`config.mk`:
```
export PLATFORM = sky130hd
export DESIGN_NAME = iorec_timer
export DESIGN_NICKNAME = d
export VERILOG_FILES = /design/src/rtl/iorec_pkg.sv /design/src/rtl/rec_field_decode.sv /design/src/rtl/rec_gap_counter.sv /design/src/rtl/iorec_timer.sv
export SDC_FILE = /design/constraint.sdc
export NUM_CORES = 1
export LEC_CHECK = 0
export BUFFER_PORTS_ARGS = -buffer_cell sky130_fd_sc_hd__buf_2
export CAP_MARGIN = 0
export CELL_PAD_IN_SITES_DETAIL_PLACEMENT = 1
export CELL_PAD_IN_SITES_GLOBAL_PLACEMENT = 1
export CORE_MARGIN = 2
export CORE_UTILIZATION = 24
export CTS_BUF_LIST = sky130_fd_sc_hd__clkbuf_4 sky130_fd_sc_hd__clkbuf_8 sky130_fd_sc_hd__clkbuf_16
export DETAILED_ROUTE_END_ITERATION = 6
export PLACE_DENSITY_LB_ADDON = 0.3
export SYNTH_ARGS = -nofsm -noshare
export SYNTH_HDL_FRONTEND = slang
export SYNTH_HIERARCHICAL = 1
export SYNTH_SLANG_ARGS = --single-unit
```
`constraint.sdc`:
```
create_clock -name clk -period 1.35 [get_ports clk]
set_input_delay 0.0675 -clock clk [delete_from_list [all_inputs] [get_ports clk]]
set_output_delay 0.0675 -clock clk [all_outputs]
set_load 0.03 [all_outputs]
```
`src/rtl/iorec_pkg.sv`:
```
// Package iorec_pkg: shared widths and constants of the I/O recovery timer.
// Assumes a configuration byte with the narrow enable and code in the upper
// half and the wide enable and code in the lower half.
package iorec_pkg;
    localparam int NARROW_CODE_W = 3;
    localparam int WIDE_CODE_W   = 2;
    // fallback gap in half bus clocks (3.5 bus clocks)
    localparam int FIXED_HALF    = 7;
    localparam int MAX_HALF      = 2 * (1 << NARROW_CODE_W);
    localparam int CNT_W         = $clog2(MAX_HALF + 1);
    // both enables set, both codes equal to one
    localparam logic [7:0] CFG_DEFAULT = 8'h4D;

    typedef logic [CNT_W-1:0] half_t;
endpackage

```
`src/rtl/rec_field_decode.sv`:
```
// Module rec_field_decode: turns one width's enable bit and delay code into a
// gap length in half bus clocks. A zero code means the largest delay of the
// field. A clear enable selects the fixed fallback gap.
// Assumes CNT_W can hold 2 * 2**FIELD_W.
module rec_field_decode #(
    parameter int FIELD_W    = 3,
    parameter int CNT_W      = 5,
    parameter int FIXED_HALF = 7
) (
    input  logic               en,
    input  logic [FIELD_W-1:0] code,
    output logic [CNT_W-1:0]   half
);
    localparam int TOP_HALF = 2 * (1 << FIELD_W);

    // Purpose: map the code to a gap length, with wrap-around for code zero.
    always_comb begin
        if (!en)
            half = CNT_W'(FIXED_HALF);
        else if (code == '0)
            half = CNT_W'(TOP_HALF);
        else
            half = CNT_W'({code, 1'b0});
    end
endmodule

```
`src/rtl/rec_gap_counter.sv`:
```
// Module rec_gap_counter: down counter for the recovery gap. A load always
// wins over the decrement, so a new strobe restarts the gap.
// Assumes load_val fits in CNT_W bits.
module rec_gap_counter #(
    parameter int CNT_W = 5
) (
    input  logic             clk,
    input  logic             rst_n,
    input  logic             load,
    input  logic [CNT_W-1:0] load_val,
    output logic [CNT_W-1:0] cnt,
    output logic             busy
);
    // Purpose: reset, reload on a strobe, else count down toward zero.
    always_ff @(posedge clk) begin
        if (!rst_n)
            cnt <= '0;
        else if (load)
            cnt <= load_val;
        else if (cnt != '0)
            cnt <= cnt - 1'b1;
    end

    // Purpose: flag a gap that is still running.
    always_comb busy = (cnt != '0);

    // with no reload, a running count drops by exactly one per cycle
    a_r9_count_down: assert property (@(posedge clk) disable iff (!rst_n)
        (!load && cnt != '0) |=> (cnt == $past(cnt) - 1'b1));
endmodule

```
`src/rtl/iorec_timer.sv`:
```
// Module iorec_timer: enforces the recovery gap between I/O cycles on an
// expansion bus. Decodes a gap for each width, selects one from the strobe's
// width and split flag, and holds start_ok low until the counter drains.
// Assumes clk runs at twice the bus-clock rate and done is a one-cycle pulse.
module iorec_timer
    import iorec_pkg::*;
(
    input  logic       clk,
    input  logic       rst_n,
    input  logic [7:0] cfg,
    input  logic       done,
    input  logic       done_wide,
    input  logic       done_split,
    output logic       start_ok
);
    localparam int NUM_W = 2;  // index 0 = narrow, 1 = wide

    half_t gap_by_w [NUM_W];
    half_t gap_sel;
    half_t cnt;
    logic  busy;

    // one decoder per width; the register bit positions differ per width
    for (genvar w = 0; w < NUM_W; w++) begin : g_width
        if (w == 0) begin : g_narrow
            rec_field_decode #(
                .FIELD_W(NARROW_CODE_W), .CNT_W(CNT_W), .FIXED_HALF(FIXED_HALF)
            ) u_dec (
                .en(cfg[6]), .code(cfg[5:3]), .half(gap_by_w[w])
            );
        end else begin : g_wide
            rec_field_decode #(
                .FIELD_W(WIDE_CODE_W), .CNT_W(CNT_W), .FIXED_HALF(FIXED_HALF)
            ) u_dec (
                .en(cfg[2]), .code(cfg[1:0]), .half(gap_by_w[w])
            );
        end
    end

    // Purpose: pick the gap for this strobe; split sub-cycles get none.
    always_comb gap_sel = done_split ? '0 : gap_by_w[done_wide];

    rec_gap_counter #(.CNT_W(CNT_W)) u_cnt (
        .clk(clk), .rst_n(rst_n), .load(done), .load_val(gap_sel),
        .cnt(cnt), .busy(busy)
    );

    // Purpose: allow a new cycle only when idle and not in a strobe cycle.
    always_comb start_ok = !busy && !done;

    // a split sub-cycle leaves the bus free on the next cycle
    a_r7_split_free: assert property (@(posedge clk) disable iff (!rst_n)
        (done && done_split) |=> (start_ok || done));

    // a disabled narrow width loads the fixed gap
    a_r6_fixed_narrow: assert property (@(posedge clk) disable iff (!rst_n)
        (done && !done_split && !done_wide && !cfg[6]) |=> (cnt == CNT_W'(FIXED_HALF)));

    // an enabled narrow width loads an even gap of 2..16
    a_r2_narrow_range: assert property (@(posedge clk) disable iff (!rst_n)
        (done && !done_split && !done_wide && cfg[6])
        |=> (cnt >= CNT_W'(2) && cnt <= CNT_W'(MAX_HALF) && !cnt[0]));

    // an enabled wide width loads an even gap of 2..8
    a_r4_wide_range: assert property (@(posedge clk) disable iff (!rst_n)
        (done && !done_split && done_wide && cfg[2])
        |=> (cnt >= CNT_W'(2) && cnt <= CNT_W'(8) && !cnt[0]));
endmodule

```
**Yosys cells after proc, flatten, opt, wreduce, memory -nomap -nowiden**

Index checks and enable logic that the tools add are counted.

- Bitwise gates (word level): 1
- Order comparisons: 1
- Add/sub/neg operators: 1
- Reductions and logical operators: 7
- Multiplexer cells: 10

Operator list:

| operator | count |
|---|---|
| $mux 5 | 9 |
| $reduce_bool 5->1 | 1 |
| $sub 5x1->5 const B | 1 |
| $mux 4 | 1 |
| $logic_not 3->1 | 1 |
| $ge 2x2->1 const B | 1 |
| $logic_not 1->1 | 2 |
| $logic_not 2->1 | 1 |
| $not 1->2 | 1 |
| $reduce_bool 2->1 | 1 |
| $logic_and 1x1->1 | 1 |

- Flip-flop bits (word level): 5
- Output and inout port bits: 1
- Word-level logic and storage cells: 21
- Input bits: 13

**Longest topological paths before layout**

Gate-level depths: netlist of the first run.

- Depth in word-level cells: 8
- Mapped depth: 5
- Mapped depth without buffers: 5

**By module**

The synthesis of the first run kept the hierarchy.

By module, submodules not included:

| module | area an instance (um^2) | sequential area each (um^2) | instances | cells an instance |
|---|---|---|---|---|
| rec_gap_counter | 304.0 | 100.1 | 1 | 35 |
| iorec_timer | 83.8 | 0.0 | 1 | 12 |
| rec_field_decode at g_width[0].g_narrow.u_dec | 46.3 | 0.0 | 1 | 5 |
| rec_field_decode at g_width[1].g_wide.u_dec | 40.0 | 0.0 | 1 | 6 |

**Worst setup path after synthesis of the first run**

Ideal clock, no wire load.

- Path type: reg2out
- Start point: register u_cnt.cnt[0]
- End point: output port start_ok
- Path buffers: 0
- Data required time: 1.283 ns
- Cell stages (with the launch flop): 6
- Path slack: -0.010 ns
- Data arrival time: 1.292 ns
- Cell sequence: dfxtp_1 inv_1 ha_1 nor4b_4 inv_1 nor2_1

- Cells in the longest elaborated chain, start to end: 3

Ends and longest elaborated chain:

| item | RTL line | RTL |
|---|---|---|
| start, declared | rec_gap_counter.sv:11 | `output logic [CNT_W-1:0] cnt,` |
| start signal, assigned | rec_gap_counter.sv:19 | `cnt <= load_val;` |
| start signal, assigned | rec_gap_counter.sv:21 | `cnt <= cnt - 1'b1;` |
| $reduce_bool 5->1 | rec_gap_counter.sv:25 | `always_comb busy = (cnt != '0);` |
| via busy | iorec_timer.sv:21 | `logic busy;` |
| $logic_not 1->1 | iorec_timer.sv:49 | `always_comb start_ok = !busy && !done;` |
| $logic_and 1x1->1 | iorec_timer.sv:49 |  |
| end, declared | iorec_timer.sv:14 | `output logic start_ok` |

The timed path passes the listed nets, and every way through them passes these cells.

**Worst setup path after layout of the first run**

- Start point: register u_cnt.cnt[0]
- End point: register u_cnt.cnt[1]

- Cells in the longest elaborated chain, start to end: 3
- Elaborated cells on any way between the ends: 5
- Classes of those cells: add/sub (1); mux (2); reduce/logical (2)

Ends and longest elaborated chain:

| item | RTL line | RTL |
|---|---|---|
| $sub 5x1->5 | rec_gap_counter.sv:21 |  |
| $mux 5 | rec_gap_counter.sv:20 | `else if (cnt != '0)` |
| $mux 5 | rec_gap_counter.sv:18 | `else if (load)` |

Parallel ways exist; a longest one is shown, timed or not. The select of a mux whose other input is x is not followed.
A chain may end at the register's enable or synchronous reset.

==> metrics.txt, run 1 <==
outcome complete, but fails checks; violations in the final reports negative setup slack; class of the tightest hold or removal check in2reg; total power of the final layout about 670 uW; # H-tree levels 1; remaining global-route overflow 0; total global-route track usage 0.118; clock buffer depth 2; number of buffers inserted by port buffering 12; Sinks on Clock Net 5; number of synthesized flops with an enable pin 0; top post-synthesis cells by area dfxtp_1 21%, mux2i_1 11%, nor4b_4 10%, nand3_1 7.4%, buf_6 7.1%; fin crit share 1.02; horizontal die dimension 48.5 um; per-cell routed wire length about 12 um; most used standard cells in the synthesized netlist 7 x inv_1, 7 x nand3_1, 7 x nor2_1, 5 x dfxtp_1, 5 x mux2i_1; maximum achievable frequency 725 MHz; endpoint of the worst register-to-register path u_cnt/cnt[1]; global-route wire length before repair approximately 2100 um; time the final worst path needs with I/O delays and setup 1.38 ns; final weighted congestion in routability-driven placement around 0.72; final setup fails 2; share of synthesized registers carrying an async set or reset 0; count of final hold-check violations 0; Filler Cell Count 235; Critical Path, Cell by Cell inv_2 > ha_4 > nor4b_4 > buf_4 > or4_1 > nand3_2; Synth cell types 24; TritonCTS clock tree yes; critical path startpoint u_cnt/cnt[0]; Most flops, register u_cnt/cnt; number of top-level design ports 14; count of nets after finishing a little under 90; sort of element at the end of the critical path flop; library cell occupying the most area in the post-synthesis netlist dfxtp_1; via/cell ratio about 4.5; R2R Setup Slk -0.03 ns; leakage power summed over all cells 0.000288 uW; height of the die 48.5 um; maximum cell stage delay along the critical path 0.42 ns; count of antenna diodes in the layout 0; top cell type's share of synthesized area 0.211; layout overhead on the synthesized area 29.8%; clk_skew 0.00311 ns; launch point of the worst reg-to-reg path u_cnt/cnt[0]; synthesized net count just over 70; number of global-route vias before repair 491; area taken by flip-flops and latches 103 um^2; number of flip-flops in the largest register 5; starting utilization of the core area 0.249; area of the core 1900 um^2; biggest fanout along the worst timing path 5; iteration-0 DRC count of the detailed router 8; router iterations before antenna repair 4; number of antenna violations at the first check in global routing 0; Yosys warning count 6; DRT Wirelength 1170 um; number of instances in the synthesized netlist 58; area of combinational cells with multiple inputs around 320 um^2; number of maximum-capacitance constraint violations 0; worst setup path end u_cnt/cnt[1]; clock root buffer clkbuf_4; Final Max Slew Viols 0; Most used DFF post-synth dfxtp_1; row count 16; Post-CTS Hold Fix Bufs 0; DR vias 456; flip-flop and latch count after synthesis 5; Worst-path clk slew 0.05 ns; maximum number of pins on one net before global-route repair 12; Post-route DRC 0; final HPWL from detailed placement 929 um; startpoint-to-endpoint class of the critical path reg2reg; Avg Cell Area, Syn 8.18 um^2; worst hold stages 3; final core utilization 0.324; data arrival time at the worst-slack endpoint 1.56 ns; post-synthesis instance area 474 um^2; biggest registers after layout u_cnt/cnt (5); type of element launching the critical path flop; RSZ-0062 raised after global routing yes; Required @ worst endpoint 1.53 ns; antenna viol nets, final 0; slowest cell on the critical path or4_1; source-to-sink clock delay at the later pin of the worst-skew pair 0.24 ns; number of cells after detailed placement 95; Final Non-Filler Cells 101; Worst R2R Path Depth 6; portion of the post-synthesis area used by sequential elements 0.211; area enclosed by the die boundary 2350 um^2; total power divided by cell area between 1000 and 1500 nW/um^2; worst vdd ir 0.464 mV; share of final-layout standard cells stronger than drive strength 1 0.419; Inserted Clock Buffers 3; post-layout worst setup margin -0.0302 ns
-- logic make-up (layout without fill, tap and decap cells) --
family / Yosys count / after routing / share of synthesized area
buffers and inverters: 12 / 28 / 0.150
muxes: 5 / 5 / 0.106
adders and majority gates: 1 / 1 / 0.0264
AOI/OAI and AO/OA: 5 / 5 / 0.0818
xor gates and xnor gates: 1 / 1 / 0.0185
other: 1 / 1 / 0.00791
DFF: 5 / 5 / 0.211
and+or+nand+nor: 28 / 28 / 0.398
-- where the power goes --
group / switching, uW / leakage [uW] / internal (uW)
Clock: 65.7 / 0.0000184 / 132
Combinational: 135 / 0.000228 / 143
Sequential: 23.0 / 0.0000417 / 171
Total: 224 / 0.000288 / 446
-- metal layers --
layer,up-vias,GRT usage,routed length [um]
li1,235,-,-
met1,211,0.151,567
met2,8,0.169,543
met3,2,0.0525,48
met4,0,0.0524,13
met5,-,0,0
-- how the worst min path moves through the flow --
| stage | start | endpoint | slack, ns |
|---|---|---|---|
| finish | rst_n | u_cnt/cnt[4] | 0.18 |
| global route | rst_n | u_cnt/cnt[4] | 0.19 |
| CTS | rst_n | u_cnt/cnt[4] | 0.17 |
| detailed placement | rst_n | u_cnt/cnt[4] | 0.43 |
| global placement | rst_n | u_cnt/cnt[4] | 0.43 |
| floorplan | done | start_ok | 0.20 |
-- final cells by class --
cell class / instances / share of cell area
multi-input combinational: 41 / 0.524
sequential: 5 / 0.167
timing repair buffer: 16 / 0.157
tap: 27 / 0.0549
clock buffer: 4 / 0.0488
inverter: 8 / 0.0488
-- stage by stage --
| stage | setup TNS (ns) | hold WS, ns | setup slack (ns) | area (um^2) |
|---|---|---|---|---|
| 2_1_floorplan | 0 | 0.199 | 0.0921 | 477 |
| 3_3_place_gp | 0 | 0.426 | 0.0714 | 544 |
| 3_5_place_dp | 0 | 0.430 | 0.0363 | 544 |
| 4_1_cts | -0.0849 | 0.169 | -0.0486 | 611 |
| 5_1_grt | -0.229 | 0.189 | -0.100 | 616 |
| 6_report | -0.0382 | 0.181 | -0.0302 | 616 |
-- repair_timing --
item / CTS / global route
setup buffers: 2 / 0
gates resized for setup: 8 / 1
endpoints found under the setup margin: 1 / 3
pin swaps: 3 / 2
-- cells in the final DEF, fill, tap and decap left out, drive strengths merged --
cell type / n
o2111ai: 1
and2: 1
nand2: 1
nor4b: 2
dfxtp: 5
clkbuf: 4
mux2i: 5
nand4: 2
nor3: 1
inv: 8
nand2b: 4
o41ai: 1
ha: 1
o211ai: 1
a21oi: 1
nor2: 7
o311ai: 1
nand3: 7
nor3b: 1
buf: 16
or4: 2
conb: 1
xnor2: 1
-- critical path: cells and delay by family, from the launching register on --
| family | cells | cell delay, ns |
|---|---|---|
| adder cells (fa/ha/maj) | 1 | 0.15 |
| flip-flops | 1 | 0.33 |
| AND/OR/NAND/NOR | 3 | 0.64 |
| buffers and inverters | 2 | 0.20 |
Power figures use the tool's default switching activity.
==> run 2, diff against run 1 <==
ABC_AREA = 1   (was not set)
==> run 2 against run 1 <==
  * The run now ends clean
  * Sequential power is 10% lower
  * Worst hold slack worse by 0.056 ns
  * Combinational power is 31% lower
  * Clock power is 3% lower
  * Critical endpoint is now start_ok
  * Area after synthesis stayed put
  * Sequential cell count stayed put
  * Final area is 3.0% lower
  * Via count is 12% higher
  * Final cell count is 26% higher
==> metrics.txt, run 2 <==
most frequent cells in the layout 23 x nand2_1, 19 x inv_1, 16 x nor2_1; source-to-sink clock delay at the later pin of the worst-skew pair 0.24 ns; Filler Cell Count 270; most common cell after layout, fill and taps aside nand2_1; final weighted congestion in routability-driven placement between 0.6 and 0.7; area of the core 1900 um^2; clock root buffer clkbuf_4; most used standard cells in the synthesized netlist 23 x nand2_1, 20 x inv_1, 17 x nor2_1, 5 x dfxtp_1, 3 x a21oi_1; combinational cell fraction of total power 0.346; area of combinational cells with multiple inputs about 300 um^2; iteration-0 DRC count of the detailed router 2; number of buffers inserted by port buffering 12; most frequent cell after synthesis nand2_1; synthesized net count 100; Final Max Slew Viols 0; RSZ-0062 raised after global routing no; starting utilization of the core area 0.249; clk_skew 0.00151 ns; height of the die 48.5 um; total power of the final layout 560 uW; count of antenna diodes in the layout 0; placement-stage cell area 549 um^2; Worst-path clk slew approximately 0.040 ns; Sinks on Clock Net 5; number of global-route vias before repair 497; outcome completed; setup TNS after final layout 0 ns; final setup fails 0; number of antenna violations at the first check in global routing 0; # H-tree levels 1; Avg Cell Area, Syn 5.51 um^2; total net switching power 185 uW; fin crit share 0.925; layout overhead on the synthesized area 25.9%; worst vdd ir 0.205 mV; horizontal die dimension 48.5 um; library cell occupying the most area in the post-synthesis netlist dfxtp_1; top post-synthesis cells by area dfxtp_1 21%, nand2_1 18%, inv_1 16%, nor2_1 13%, nor3_2 4.2%; total power divided by cell area ~940 nW/um^2; final HPWL from detailed placement a little under 900 um; per-cell routed wire length 8.35 um; biggest registers after layout u_cnt/cnt (5); startpoint-to-endpoint class of the critical path reg2out; maximum number of pins on one net before global-route repair 11; worst hold slack 0.125 ns; router iterations before antenna repair 2; Most used DFF post-synth dfxtp_1; total global-route track usage 0.109; top cell type's share of synthesized area 0.211; count of final hold-check violations 0; relative contribution of the clock network to total power 0.343; biggest fanout along the worst timing path 4; clock buffer depth 2; type of element launching the critical path flop; class of the tightest hold or removal check in2reg; number of maximum-capacitance constraint violations 0; design area slightly below 600 um^2; Switching Share 0.330; Inserted Clock Buffers 3; row count 16; leakage power summed over all cells 0.000341 uW; maximum achievable frequency 801 MHz; antenna viol nets, final 0; Most flops, register u_cnt/cnt; time the final worst path needs with I/O delays and setup approximately 1.2 ns; DR vias 509; Yosys warning count 6; via/cell ratio 4.01; data arrival time at the worst-slack endpoint 1.18 ns; count of nets after finishing 115; sequential fraction of design power 0.311; DRT Wirelength 1060 um; flip-flop and latch count after synthesis 5; number of instances in the synthesized netlist 86; share of synthesized registers carrying an async set or reset 0; area taken by flip-flops and latches 100 um^2; number of top-level design ports 14; Required @ worst endpoint 1.28 ns; share of final-layout standard cells stronger than drive strength 1 0.260; TritonCTS clock tree yes; remaining global-route overflow 0; global-route wire length before repair 1950 um; internal power of the cells about 380 uW; number of synthesized flops with an enable pin 0; sort of element at the end of the critical path output port; post-synthesis instance area 474 um^2; portion of the post-synthesis area used by sequential elements 0.211; area enclosed by the die boundary 2350 um^2; Post-route DRC 0; Synth cell types 19; number of flip-flops in the largest register 5
run 2: cell count changes in the layout (fill, tap and decap cells not counted), sizes merged, moves of 4 or more:
cell / previous run / this run
mux2i: 5 / 0
nand2b: 4 / 0
nand2: 1 / 25
inv: 8 / 20
nand3: 7 / 2
buf: 16 / 12
nor2: 7 / 19
run 2: worst max-delay path, cell delays in order, from the launching register on:
cell     delay [ns]
dfxtp_1        0.32
inv_2          0.10
ha_4           0.17
nand3_2        0.10
nor2_2         0.09
buf_4          0.16
run 2: layout make-up:
type	count	share of cell area
clock buffer	4	0.0503
inverter	20	0.126
multi-input combinational	59	0.495
sequential	5	0.168
tap	27	0.0566
timing repair buffer	12	0.105
run 2: layer usage:
metal	GRT usage	up-vias	part of all wire
met5	0	-	0
met4	0.0714	0	0.0066
met3	0.0185	2	0.025
met2	0.201	8	0.53
met1	0.112	225	0.44
li1	-	274	-
run 2: through the flow:
stage / std cells / utilization / setup slack [ns]
finish: 127 / 0.314 / 0.102
global route: 127 / 0.314 / 0.00553
CTS: 127 / 0.313 / 0.0218
detailed placement: 123 / 0.289 / 0.177
global placement: 123 / 0.289 / 0.202
floorplan: 86 / - / 0.161
run 2: final timing paths:
kind / from / endpoint / slack, ns / cells after the start
hold / removal: done / u_cnt/cnt[4] / 0.12 / 3
setup / recovery: u_cnt/cnt[0] / start_ok / 0.10 / 5
setup reg to reg: u_cnt/cnt[1] / u_cnt/cnt[2] / 0.28 / 7
hold reg to reg: u_cnt/cnt[4] / u_cnt/cnt[4] / 0.49 / 2
run 2: repair_timing:
| action | in CTS | in global routing |
|---|---|---|
| buffers inserted | 0 | 0 |
| cloned | 0 | 0 |
| setup endpoints to repair | 1 | 1 |
| hold buffers | 0 | 0 |
| gates resized for setup | 3 | 2 |
run 2: cell families after synthesis:
kind of cell / Yosys count / synth area share
adder cells (fa/ha/maj): 1 / 0.0264
AO/OA/AOI/OAI: 5 / 0.0528
flip-flops: 5 / 0.211
buffers and inverters: 22 / 0.198
AND/OR/NAND/NOR: 51 / 0.485
other: 1 / 0.00791
XOR/XNOR: 1 / 0.0185
run 2: power groups by stage:
stage | combinational [uW] | sequential, uW | clock [uW]
after global placement | 173 | 176 | 0
after detailed placement | 177 | 177 | 0
after floorplan | 135 | 174 | 0
after global routing | 223 | 176 | 216
after CTS | 193 | 174 | 202
final | 193 | 174 | 192
